$ cat config.mk
export PLATFORM = sky130hd
export DESIGN_NAME = perf_mon_unit
export DESIGN_NICKNAME = d
export VERILOG_FILES = /design/src/rtl/pmu_pkg.sv /design/src/rtl/pmu_ctrl_regs.sv /design/src/rtl/pmu_evt_sel.sv /design/src/rtl/pmu_counter.sv /design/src/rtl/perf_mon_unit.sv
export SDC_FILE = /design/constraint.sdc
export NUM_CORES = 1
export LEC_CHECK = 0
export BUFFER_PORTS_ARGS = -buffer_cell sky130_fd_sc_hd__buf_2
export CORE_MARGIN = 2
export CORE_UTILIZATION = 40
export CTS_CLUSTER_DIAMETER = 30
export DETAILED_ROUTE_END_ITERATION = 8
export GPL_TIMING_DRIVEN = 1
export PLACE_DENSITY_LB_ADDON = 0.15
export SYNTH_ARGS = -nofsm -noshare
export SYNTH_HDL_FRONTEND = slang
export SYNTH_HIERARCHICAL = 1
export SYNTH_SLANG_ARGS = --single-unit
$ cat constraint.sdc
create_clock -name clk -period 8.7 [get_ports clk]
set_clock_uncertainty 0.2 [all_clocks]
set_input_delay 1.305 -clock clk [delete_from_list [all_inputs] [get_ports clk]]
set_output_delay 1.305 -clock clk [all_outputs]
set_load 0.01 [all_outputs]
$ cat src/rtl/pmu_pkg.sv
package pmu_pkg;
  localparam int unsigned REG_W      = 64;
  localparam int unsigned SEL_W      = 5;
  localparam int unsigned FRZ_BIT    = 31;
  localparam int unsigned IE_BIT     = 30;
  localparam int unsigned ADD_EN_TOP = 39;

  localparam logic [SEL_W-1:0] CODE_NONE = 5'h00;
  localparam logic [SEL_W-1:0] CODE_HOLD = 5'h08;
  localparam logic [SEL_W-1:0] CODE_INST = 5'h09;
  localparam logic [SEL_W-1:0] CODE_CYC  = 5'h0F;

  // Low bit of a counter's code field; counters 0,1 live in word 0, rest in word 1
  function automatic int unsigned sel_lsb(input int unsigned idx);
    if (idx == 0) return 8;
    if (idx == 1) return 1;
    return 5 * (7 - idx) + 2;
  endfunction

  function automatic logic [REG_W-1:0] ctrl0_rst();
    logic [REG_W-1:0] v;
    v = '0;
    v[FRZ_BIT] = 1'b1;
    v[sel_lsb(0) +: SEL_W] = CODE_HOLD;
    v[sel_lsb(1) +: SEL_W] = CODE_HOLD;
    return v;
  endfunction

  function automatic logic [REG_W-1:0] ctrl1_rst(input int unsigned n_ctr);
    logic [REG_W-1:0] v;
    v = '0;
    for (int unsigned i = 2; i < n_ctr; i++) v[sel_lsb(i) +: SEL_W] = CODE_HOLD;
    return v;
  endfunction
endpackage

$ cat src/rtl/pmu_ctrl_regs.sv
module pmu_ctrl_regs
  import pmu_pkg::*;
#(
  parameter int unsigned NUM_CTR = 8
) (
  input  logic                       clk,
  input  logic                       rst,
  input  logic                       we0,
  input  logic                       we1,
  input  logic [REG_W-1:0]           wdata,
  output logic [REG_W-1:0]           ctrl0_o,
  output logic [REG_W-1:0]           ctrl1_o,
  output logic                       frz_o,
  output logic                       ie_o,
  output logic [NUM_CTR*SEL_W-1:0]   sel_o,
  output logic [NUM_CTR-1:0]         add_en_o
);
  logic [REG_W-1:0] ctrl0_q, ctrl1_q;

  always_ff @(posedge clk) begin
    if (rst) begin
      ctrl0_q <= ctrl0_rst();
      ctrl1_q <= ctrl1_rst(NUM_CTR);
    end else begin
      if (we0) ctrl0_q <= wdata;
      if (we1) ctrl1_q <= wdata;
    end
  end

  assign ctrl0_o = ctrl0_q;
  assign ctrl1_o = ctrl1_q;
  assign frz_o   = ctrl0_q[FRZ_BIT];
  assign ie_o    = ctrl0_q[IE_BIT];

  for (genvar i = 0; i < NUM_CTR; i++) begin : g_field
    localparam int unsigned LSB = sel_lsb(i);
    if (i < 2) begin : g_word0
      assign sel_o[i*SEL_W +: SEL_W] = ctrl0_q[LSB +: SEL_W];
    end else begin : g_word1
      assign sel_o[i*SEL_W +: SEL_W] = ctrl1_q[LSB +: SEL_W];
    end
    assign add_en_o[i] = ctrl1_q[ADD_EN_TOP - i];
  end
endmodule

$ cat src/rtl/pmu_evt_sel.sv
module pmu_evt_sel
  import pmu_pkg::*;
#(
  parameter int unsigned IDX       = 0,
  parameter int unsigned NUM_LANES = 4,
  parameter int unsigned LANE_W    = 8,
  parameter int unsigned DIR_W     = 16,
  parameter int unsigned INC_W     = 4
) (
  input  logic [SEL_W-1:0]            code,
  input  logic                        add_en,
  input  logic                        inst_done,
  input  logic [DIR_W-1:0]            dir_evt,
  input  logic [NUM_LANES*LANE_W-1:0] lanes,
  output logic [INC_W-1:0]            inc
);
  localparam int unsigned LANE_LO = (IDX / 2) % 2;
  localparam int unsigned LANE_HI = LANE_LO + 2;
  localparam int unsigned HALF    = LANE_W / 2;

  logic [LANE_W-1:0] lo_lane, hi_lane, pick_lane;
  logic [INC_W-1:0]  pair_sum;

  assign lo_lane   = lanes[LANE_LO*LANE_W +: LANE_W];
  assign hi_lane   = lanes[LANE_HI*LANE_W +: LANE_W];
  assign pick_lane = code[3] ? hi_lane : lo_lane;

  always_comb begin
    pair_sum = '0;
    for (int k = 0; k < HALF; k++)
      pair_sum = pair_sum + INC_W'(lo_lane[k]) + INC_W'(lo_lane[k+HALF]);
  end

  always_comb begin
    inc = '0;
    if (code[4])                inc = INC_W'(pick_lane[code[2:0]]);
    else if (code == CODE_NONE) inc = add_en ? pair_sum : '0;
    else if (code == CODE_HOLD) inc = '0;
    else if (code == CODE_CYC)  inc = INC_W'(1);
    else if (code == CODE_INST) inc = INC_W'(inst_done);
    else                        inc = INC_W'(dir_evt[code[3:0]]);
  end
endmodule

$ cat src/rtl/pmu_counter.sv
module pmu_counter #(
  parameter int unsigned CTR_W = 32,
  parameter int unsigned INC_W = 4
) (
  input  logic             clk,
  input  logic             rst,
  input  logic             frz,
  input  logic             we,
  input  logic [CTR_W-1:0] wdata,
  input  logic [INC_W-1:0] inc,
  output logic [CTR_W-1:0] cnt_o,
  output logic             ovf_o
);
  logic [CTR_W-1:0] cnt_q;
  logic             ovf_q;
  logic [CTR_W:0]   sum;

  assign sum = {1'b0, cnt_q} + {{(CTR_W+1-INC_W){1'b0}}, inc};

  always_ff @(posedge clk) begin
    if (rst) begin
      cnt_q <= '0;
      ovf_q <= 1'b0;
    end else if (we) begin
      cnt_q <= wdata;
      ovf_q <= 1'b0;
    end else if (!frz) begin
      cnt_q <= sum[CTR_W-1:0];
      if (sum[CTR_W]) ovf_q <= 1'b1;
    end
  end

  assign cnt_o = cnt_q;
  assign ovf_o = ovf_q;
endmodule

$ cat src/rtl/perf_mon_unit.sv
module perf_mon_unit
  import pmu_pkg::*;
#(
  parameter int unsigned NUM_CTR   = 8,
  parameter int unsigned CTR_W     = 32,
  parameter int unsigned NUM_LANES = 4,
  parameter int unsigned LANE_W    = 8,
  parameter int unsigned DIR_W     = 16,
  parameter int unsigned ADDR_W    = 4
) (
  input  logic                        clk,
  input  logic                        rst,
  input  logic                        reg_we,
  input  logic [ADDR_W-1:0]           reg_addr,
  input  logic [REG_W-1:0]            reg_wdata,
  output logic [REG_W-1:0]            reg_rdata,
  input  logic                        inst_done,
  input  logic [NUM_CTR*DIR_W-1:0]    dir_evt,
  input  logic [NUM_LANES*LANE_W-1:0] lane_bus,
  output logic                        irq_o
);
  localparam int unsigned INC_W    = $clog2(LANE_W + 1);
  localparam int unsigned CTR_BASE = 2;

  logic [REG_W-1:0]         ctrl0, ctrl1;
  logic                     frz_q, ie_q;
  logic [NUM_CTR*SEL_W-1:0] sel_flat;
  logic [NUM_CTR-1:0]       add_en, ctr_we, ovf;
  logic [NUM_CTR*CTR_W-1:0] cnt_flat;
  logic [CTR_W-1:0]         cnt [NUM_CTR];
  logic                     irq_q;

  pmu_ctrl_regs #(.NUM_CTR(NUM_CTR)) u_regs (
    .clk(clk), .rst(rst),
    .we0(reg_we && reg_addr == ADDR_W'(0)),
    .we1(reg_we && reg_addr == ADDR_W'(1)),
    .wdata(reg_wdata),
    .ctrl0_o(ctrl0), .ctrl1_o(ctrl1),
    .frz_o(frz_q), .ie_o(ie_q),
    .sel_o(sel_flat), .add_en_o(add_en)
  );

  for (genvar i = 0; i < NUM_CTR; i++) begin : g_ctr
    logic [INC_W-1:0] inc;

    assign ctr_we[i] = reg_we && reg_addr == ADDR_W'(i + CTR_BASE);

    pmu_evt_sel #(
      .IDX(i), .NUM_LANES(NUM_LANES), .LANE_W(LANE_W),
      .DIR_W(DIR_W), .INC_W(INC_W)
    ) u_sel (
      .code(sel_flat[i*SEL_W +: SEL_W]),
      .add_en(add_en[i]),
      .inst_done(inst_done),
      .dir_evt(dir_evt[i*DIR_W +: DIR_W]),
      .lanes(lane_bus),
      .inc(inc)
    );

    pmu_counter #(.CTR_W(CTR_W), .INC_W(INC_W)) u_cnt (
      .clk(clk), .rst(rst), .frz(frz_q),
      .we(ctr_we[i]), .wdata(reg_wdata[CTR_W-1:0]),
      .inc(inc), .cnt_o(cnt[i]), .ovf_o(ovf[i])
    );

    assign cnt_flat[i*CTR_W +: CTR_W] = cnt[i];
  end

  always_ff @(posedge clk) begin
    if (rst) begin
      reg_rdata <= '0;
      irq_q     <= 1'b0;
    end else begin
      irq_q <= (|ovf) & ie_q;
      if (reg_addr == ADDR_W'(0))      reg_rdata <= ctrl0;
      else if (reg_addr == ADDR_W'(1)) reg_rdata <= ctrl1;
      else begin
        reg_rdata <= '0;
        for (int i = 0; i < NUM_CTR; i++)
          if (reg_addr == ADDR_W'(i + CTR_BASE)) reg_rdata <= REG_W'(cnt[i]);
      end
    end
  end

  assign irq_o = irq_q;
endmodule

==> results of run 1 <==
-- per-layer routing --
metal / share of wire, % / GRT usage, %
met1: 44 / 41.6
met2: 43 / 45.0
met3: 7.6 / 4.90
met4: 4.6 / 14.2
met5: 0 / 0
-- registers in the layout (all words and copies together), names as in the netlist --
signal,count
g_ctr.u_cnt/cnt_o,256
reg_rdata,64
u_regs/ctrl0_o,64
u_regs/ctrl1_o,64
g_ctr.u_cnt/ovf_o,8
irq_o,1
-- worst register-to-register path, cell delays in order, from the launching register on --
cell and delay, ps:
dfxtp_1 700, mux4_2 590, o2111ai_1 180, o21ai_1 80, or3_1 490, ha_1 290
fa_1 430, a21o_1 200, a21oi_1 410, nor4_2 220, or4b_2 640, nand3_1 80
-- power by group through the flow --
stage	clock network, mW	registers, mW	logic [mW]
CTS	5.16	2.20	0.639
floorplan	0	2.21	0.382
finish	5.11	2.20	0.649
global placement	0	2.24	0.630
detailed placement	0	2.24	0.634
global route	5.29	2.21	0.696
-- kinds of logic (layout without fill, tap and decap cells) --
family                   count (synthesis)  in the layout  share of synthesized area [%]
multiplexers                           262            262                           10.1
AND/OR/NAND/NOR                       1308           1308                           23.5
flip-flops                             457            457                           30.1
XOR/XNOR                               152            152                           4.38
AO/OA/AOI/OAI                          780            780                           19.2
buffers and inverters                  469            718                           7.79
adder cells (fa/ha/maj)                 96             96                           4.94
-- synthesized netlist by cell type, drive strengths merged (30+ instances only) --
library cell / count
and3: 38
nor2: 435
clkbuf: 167
nor3: 85
mux2i: 230
a21oi: 133
nand4: 51
nor4: 107
o221ai: 99
mux4: 30
nor4b: 56
a22oi: 128
xnor2: 103
o21ai: 43
inv: 156
a211oi: 113
ha: 56
dfxtp: 457
buf: 140
xor2: 49
nand3: 73
a311oi: 31
fa: 40
nor2b: 36
nand2: 208
and4: 32
nor3b: 34
-- cell type report --
class                   instances  area (um^2)  area share, %
clock buffers                 179         3790           10.4
clock inverters                72         1050           2.90
inverters                     162          608           1.67
multi-input cells            2598        18900           51.9
flip-flops and latches        457         9150           25.1
well taps                     978         1220           3.36
repair buffers                305         1670           4.58
-- metrics by stage --
stage	std cells	util, %	setup slack [ps]	power, mW
after detailed placement	4500	41.8	2170	2.87
after global placement	4500	41.8	2190	2.87
after global routing	4751	48.2	2720	8.20
after floorplan	3524	-	3120	2.60
after CTS	4751	48.2	2900	8.00
final	4751	48.2	2840	7.97
-- final timing paths --
check                                          start  cells past startpoint  slack [ps]                  endpoint
worst min register to register  g_ctr[7].u_cnt/ovf_o                      1         280      g_ctr[7].u_cnt/ovf_o
worst min-delay path            g_ctr[7].u_cnt/ovf_o                      1         280      g_ctr[7].u_cnt/ovf_o
worst max register to register     u_regs/ctrl0_o[4]                     11        4120  g_ctr[1].u_cnt/cnt_o[24]
worst max-delay path                     lane_bus[8]                     16        2840  g_ctr[6].u_cnt/cnt_o[16]
==> results.md, run 1 <==
- Post-layout minimum cycle time: slightly below 6000 ps
- Worst-path fanout max: 8
- Hold buffers post-CTS: 0
- Setup tns final: 0 ps
- First DRT Iteration DRCs: about 3100
- Vias in the first global route: about 27000
- Commonest cells after routing, fill and taps aside: 456 x dfxtp_1, 431 x nor2_1, 262 x buf_2
- Remaining global-route overflow: 0
- Slew at the pin with the worst max-slew slack: around 1200 ps
- RSZ-0062 raised after global routing: no
- Post-synth EDFFs: 0
- Clock share of power: between 60% and 70%
- Fin area: ~0.036 mm^2
- MaxCap Viol Count: 0
- Share of cells above drive strength 1: 17.0%
- Status: complete, no violations
- Primary FF master, synth: dfxtp_1
- Final Hold Fails: 0
- Critical path required time: just over 9000 ps
- Post-cts sizing count: 0
- Top-area cell type share of the netlist area: approximately 30%
- Initial antenna violation count: 3
- Crit path buf inv count: 3
- Commonest non-fill, non-tap cell in the layout: dfxtp_1
- Total GRT Usage: between 20 and 30%
- Final period util: around two thirds
- Layout Area Growth over Synthesis: 19.9%
- Pint: roughly 5.9 mW
- Largest net degree at the start of global routing: between 150 and 200
- Register area share after synthesis: a little under a third
- Slew HR: between 10% and 20%
- Fmax: roughly 170 MHz
- Max Slew Vio Count: 0
- Synth warn: 6
- Largest cells by area after synthesis: dfxtp_1 30%, mux2i_1 7.6%, nor2_1 5.4%, a22oi_1 3.2%, xnor2_1 3.0%
- Combinational Power Share: 8.1%
- Placer Congestion: 0.932
- Post-synthesis register bit count: 457
- Num CTS Buffers: ~140
- DR WL/cell: 25.4 um
- Family with the most delay on the worst path: adder cells
- Leak: roughly 14 nW
- Clk buf depth: 3
- Most frequent cell on the critical path: fa_1
- Die W: 280 um
- Cells along the critical path: buf_2, fa_1, inv_1, fa_1, fa_1, inv_1, ha_1, a21boi_0, a211oi_2, ha_1, fa_1, a211oi_1, nor3_1, nand4_1, xnor2_1, a22o_1
- CTS tree: built
- Core Rows: slightly above 100
- Ys async rst share: 0%
- CP endpoint kind: flip-flop
- Net Sw Power: around 2.1 mW
- Initial core utilization: roughly two fifths
- Setup Viol. Count Final: 0
- DP Area: ~0.032 mm^2
- Syn Nets: roughly 3900
- Power per standard cell area: 219 mW/mm^2
- Drc violations: 0
- Pre-Repair DR Iteration Count: 6
- Vias per cell: ~6.1
- CP Data Arrival Time: around 6300 ps
- Via count: approximately 29000
- Worst ir drop on vdd: 0.154 mV
- Area of the die: just under 0.08 mm^2
- Switching part of the total: 26.2%
- Post-DP HPWL: approximately 82000 um
- Syn Inst Count: 3524
- Clk pin slew, worst setup/hold paths: about 40 ps
- Layout net count: 3987
- Die Y: ~280 um
- Fillers: 7385
- # port buffers: between 200 and 300
- Antenna Cells: 0
- Min-Delay Path Class: reg -> reg
- Leading area contributor after synthesis: dfxtp_1
- Cell variety after synth: ~90
- Crit path kind: in -> reg
- First-pass GRT wire length: 176000 um
- Sink Count: approximately 460
- Sequential power share: between 20% and 30%
- I/O Pins: between 200 and 300
- CORE AREA: 0.0756 mm^2
- Biggest cell delay along the critical path: roughly 800 ps
- Hold slack: 279 ps
- Setup crit start kind: primary input
- Cell area after synthesis: a little over 0.03 mm^2
- H-tree depth: 4
- Synth Area per Inst: roughly 8.6 um^2
- CTS root buf: clkbuf_16
- ANT nets after route: 0
- Skew-Pair Late Insertion Delay: ~730 ps
- WL final: 121000 um
- Setup repair bufs after CTS: 0
- Slowest-stage cell, CP: a211oi_1
(Power assumes the default switching activity.)
==> run 2: changes to the inputs <==
==> constraint.sdc (replaced) <==
create_clock -name clk -period 6 [get_ports clk]
set_clock_uncertainty 0.2 [all_clocks]
set_input_delay 0.9 -clock clk [delete_from_list [all_inputs] [get_ports clk]]
set_output_delay 0.9 -clock clk [all_outputs]
set_load 0.01 [all_outputs]
==> run 2 against run 1 <==
  * Global-route usage up 0.31 points
  * Die area unchanged
  * Sequential share of layout area down 0.055 points
  * Hold slack worse by 58 ps
  * Combinational power up 45%
  * Flip-flop and latch count unchanged
  * Critical path depth unchanged
  * Via count up 0.57%
  * Final area up 0.22%
  * Highest routed layer is now met5
==> results.md, run 2 (synthesized netlist as in run 1, its figures left out) <==
- Status: complete, no violations
- Final Hold Fails: 0
- Drc violations: 0
- Setup tns final: 0 ps
- Critical path required time: around 6500 ps
- R2R Setup Slk: 1640 ps
- Setup Viol. Count Final: 0
- DR WL/cell: 25.3 um
- RSZ-0062 raised after global routing: no
- CTS root buf: clkbuf_16
- Inst Count DP: approximately 4500
- Area of the die: 0.0782 mm^2
- CP Data Arrival Time: ~5700 ps
- Crit path kind: in -> reg
- I/O Pins: roughly 300
- First-pass GRT wire length: around 180000 um
- Clk buf depth: 3
- Placer Congestion: approximately 0.94
- Largest register FFs: 256
- Die W: between 200 and 300 um
- Skew-Pair Late Insertion Delay: 730 ps
- Worst-path fanout max: 4
- Layout Area Growth over Synthesis: 20.2%
- Setup repair bufs after CTS: 0
- Clk pin slew, worst setup/hold paths: approximately 50 ps
- Initial antenna violation count: 6
- Hold buffers post-CTS: 0
- Largest net degree at the start of global routing: around 180
- Worst hold path depth: 3
- Setup crit start kind: primary input
- Layout net count: approximately 4000
- Sink Count: between 400 and 500
- Via count: just under 30000
- Max Slew Vio Count: 0
- Hold Path End: u_regs/ctrl1_o[35]
- Post-layout minimum cycle time: between 5000 and 6000 ps
- CORE AREA: 0.0756 mm^2
- Vias in the first global route: around 27000
- First DRT Iteration DRCs: a little under 3000
- H-tree depth: 4
- R2r worst-path depth: 11
- WL final: 121000 um
- Initial core utilization: 40.2%
- Core Rows: approximately 100
- Remaining global-route overflow: 0
- Slew HR: a little under a quarter
- Commonest cells after routing, fill and taps aside: 456 x dfxtp_1, 431 x nor2_1, 262 x buf_2
- Commonest non-fill, non-tap cell in the layout: dfxtp_1
- Min-Delay Path Class: in -> reg
- Fillers: slightly above 7000
- Die Y: approximately 280 um
- Pre-Repair DR Iteration Count: 6
- CTS tree: built
- CP endpoint kind: flip-flop
- Share of cells above drive strength 1: between 15 and 20%
- ANT nets after route: 0
- Critical Path Source: lane_bus[0]
- Slew at the pin with the worst max-slew slack: about 1200 ps
- Cell Count, Final, Fillers Out: between 4000 and 5000
- Power per standard cell area: 309 mW/mm^2
- Total GRT Usage: between 30% and 40%
- Num CTS Buffers: about 140
- Startpoint of the worst hold path: reg_wdata[35]
- Post-cts sizing count: 0
- Post-DP HPWL: 83300 um
- MaxCap Viol Count: 0
- Worst ir drop on vdd: between 0.2 and 0.3 mV
- Critical R2R Capture: g_ctr[4].u_cnt/cnt_o[24]
- Vias per cell: between 6 and 7
- Final period util: approximately 87%
- Fmax: ~190 MHz
- Leak: around 14 nW
- # port buffers: 264
- FF-to-FF Start: u_regs/ctrl1_o[20]
[run 2: changes by cell type in the layout (fill, tap and decap cells not counted), sizes merged]
cell,previous run,this run
bufinv,14,12
clkinv,45,44
clkbuf,179,173
diode,0,1
clkinvlp,13,4
buf,305,346
inv,162,160
[run 2: metal layers]
| layer | GRT usage [%] | up-vias | share of wire, % |
|---|---|---|---|
| met5 | 0 | - | 0.026 |
| met4 | 13.7 | 4 | 4.3 |
| met3 | 6.55 | 232 | 8.6 |
| met2 | 45.5 | 1387 | 43 |
| met1 | 41.3 | 14100 | 44 |
| li1 | - | 13500 | - |
[run 2: how the worst max path moves through the flow]
stage                                           to  slack [ps]  cells past startpoint
after global routing      g_ctr[0].u_cnt/cnt_o[30]         650                     18
after CTS                 g_ctr[1].u_cnt/cnt_o[24]         870                     18
after floorplan           g_ctr[1].u_cnt/cnt_o[24]         830                     16
after detailed placement  g_ctr[4].u_cnt/cnt_o[24]         150                     16
after global placement    g_ctr[4].u_cnt/cnt_o[24]         160                     16
final                     g_ctr[4].u_cnt/cnt_o[24]         810                     16
[run 2: power breakdown]
| group | leakage, nW | internal [mW] | switching (mW) |
|---|---|---|---|
| clock network | 2.24 | 4.88 | 2.24 |
| registers | 3.69 | 3.11 | 0.0892 |
| logic | 7.94 | 0.334 | 0.605 |
| total | 13.9 | 8.33 | 2.94 |
[run 2: area by class of cell]
| cell class | count | area, um^2 | area share [%] |
|---|---|---|---|
| multi-input combinational | 2598 | 18900 | 51.8 |
| timing repair buffer | 346 | 1970 | 5.41 |
| clock inverter | 58 | 905 | 2.48 |
| antenna | 1 | 2.50 | 0.00686 |
| sequential | 457 | 9150 | 25.1 |
| inverter | 162 | 608 | 1.67 |
| clock buffer | 173 | 3710 | 10.2 |
| tap | 978 | 1220 | 3.35 |
[run 2: stage by stage]
| stage | hold slack [ps] | utilization (%) | setup WS, ps | area, um^2 | total power [mW] |
|---|---|---|---|---|---|
| after floorplan | 236 | - | 827 | 30400 | 3.76 |
| after global placement | 256 | 42.2 | 162 | 31900 | 4.16 |
| after detailed placement | 265 | 42.2 | 149 | 31900 | 4.16 |
| after CTS | 184 | 48.3 | 869 | 36500 | 11.3 |
| after global routing | 217 | 48.3 | 648 | 36500 | 11.6 |
| final | 221 | 48.3 | 806 | 36500 | 11.3 |
[run 2: worst max-delay path, stage by stage]
cell and delay, ps:
buf_2 150, fa_1 530, inv_1 50, fa_1 490
fa_1 410, inv_1 70, ha_1 170, inv_1 70
fa_1 540, nor2_1 70, fa_1 480, a21o_1 200
a21oi_1 640, nor4_1 160, or4b_2 630, nand3_1 90
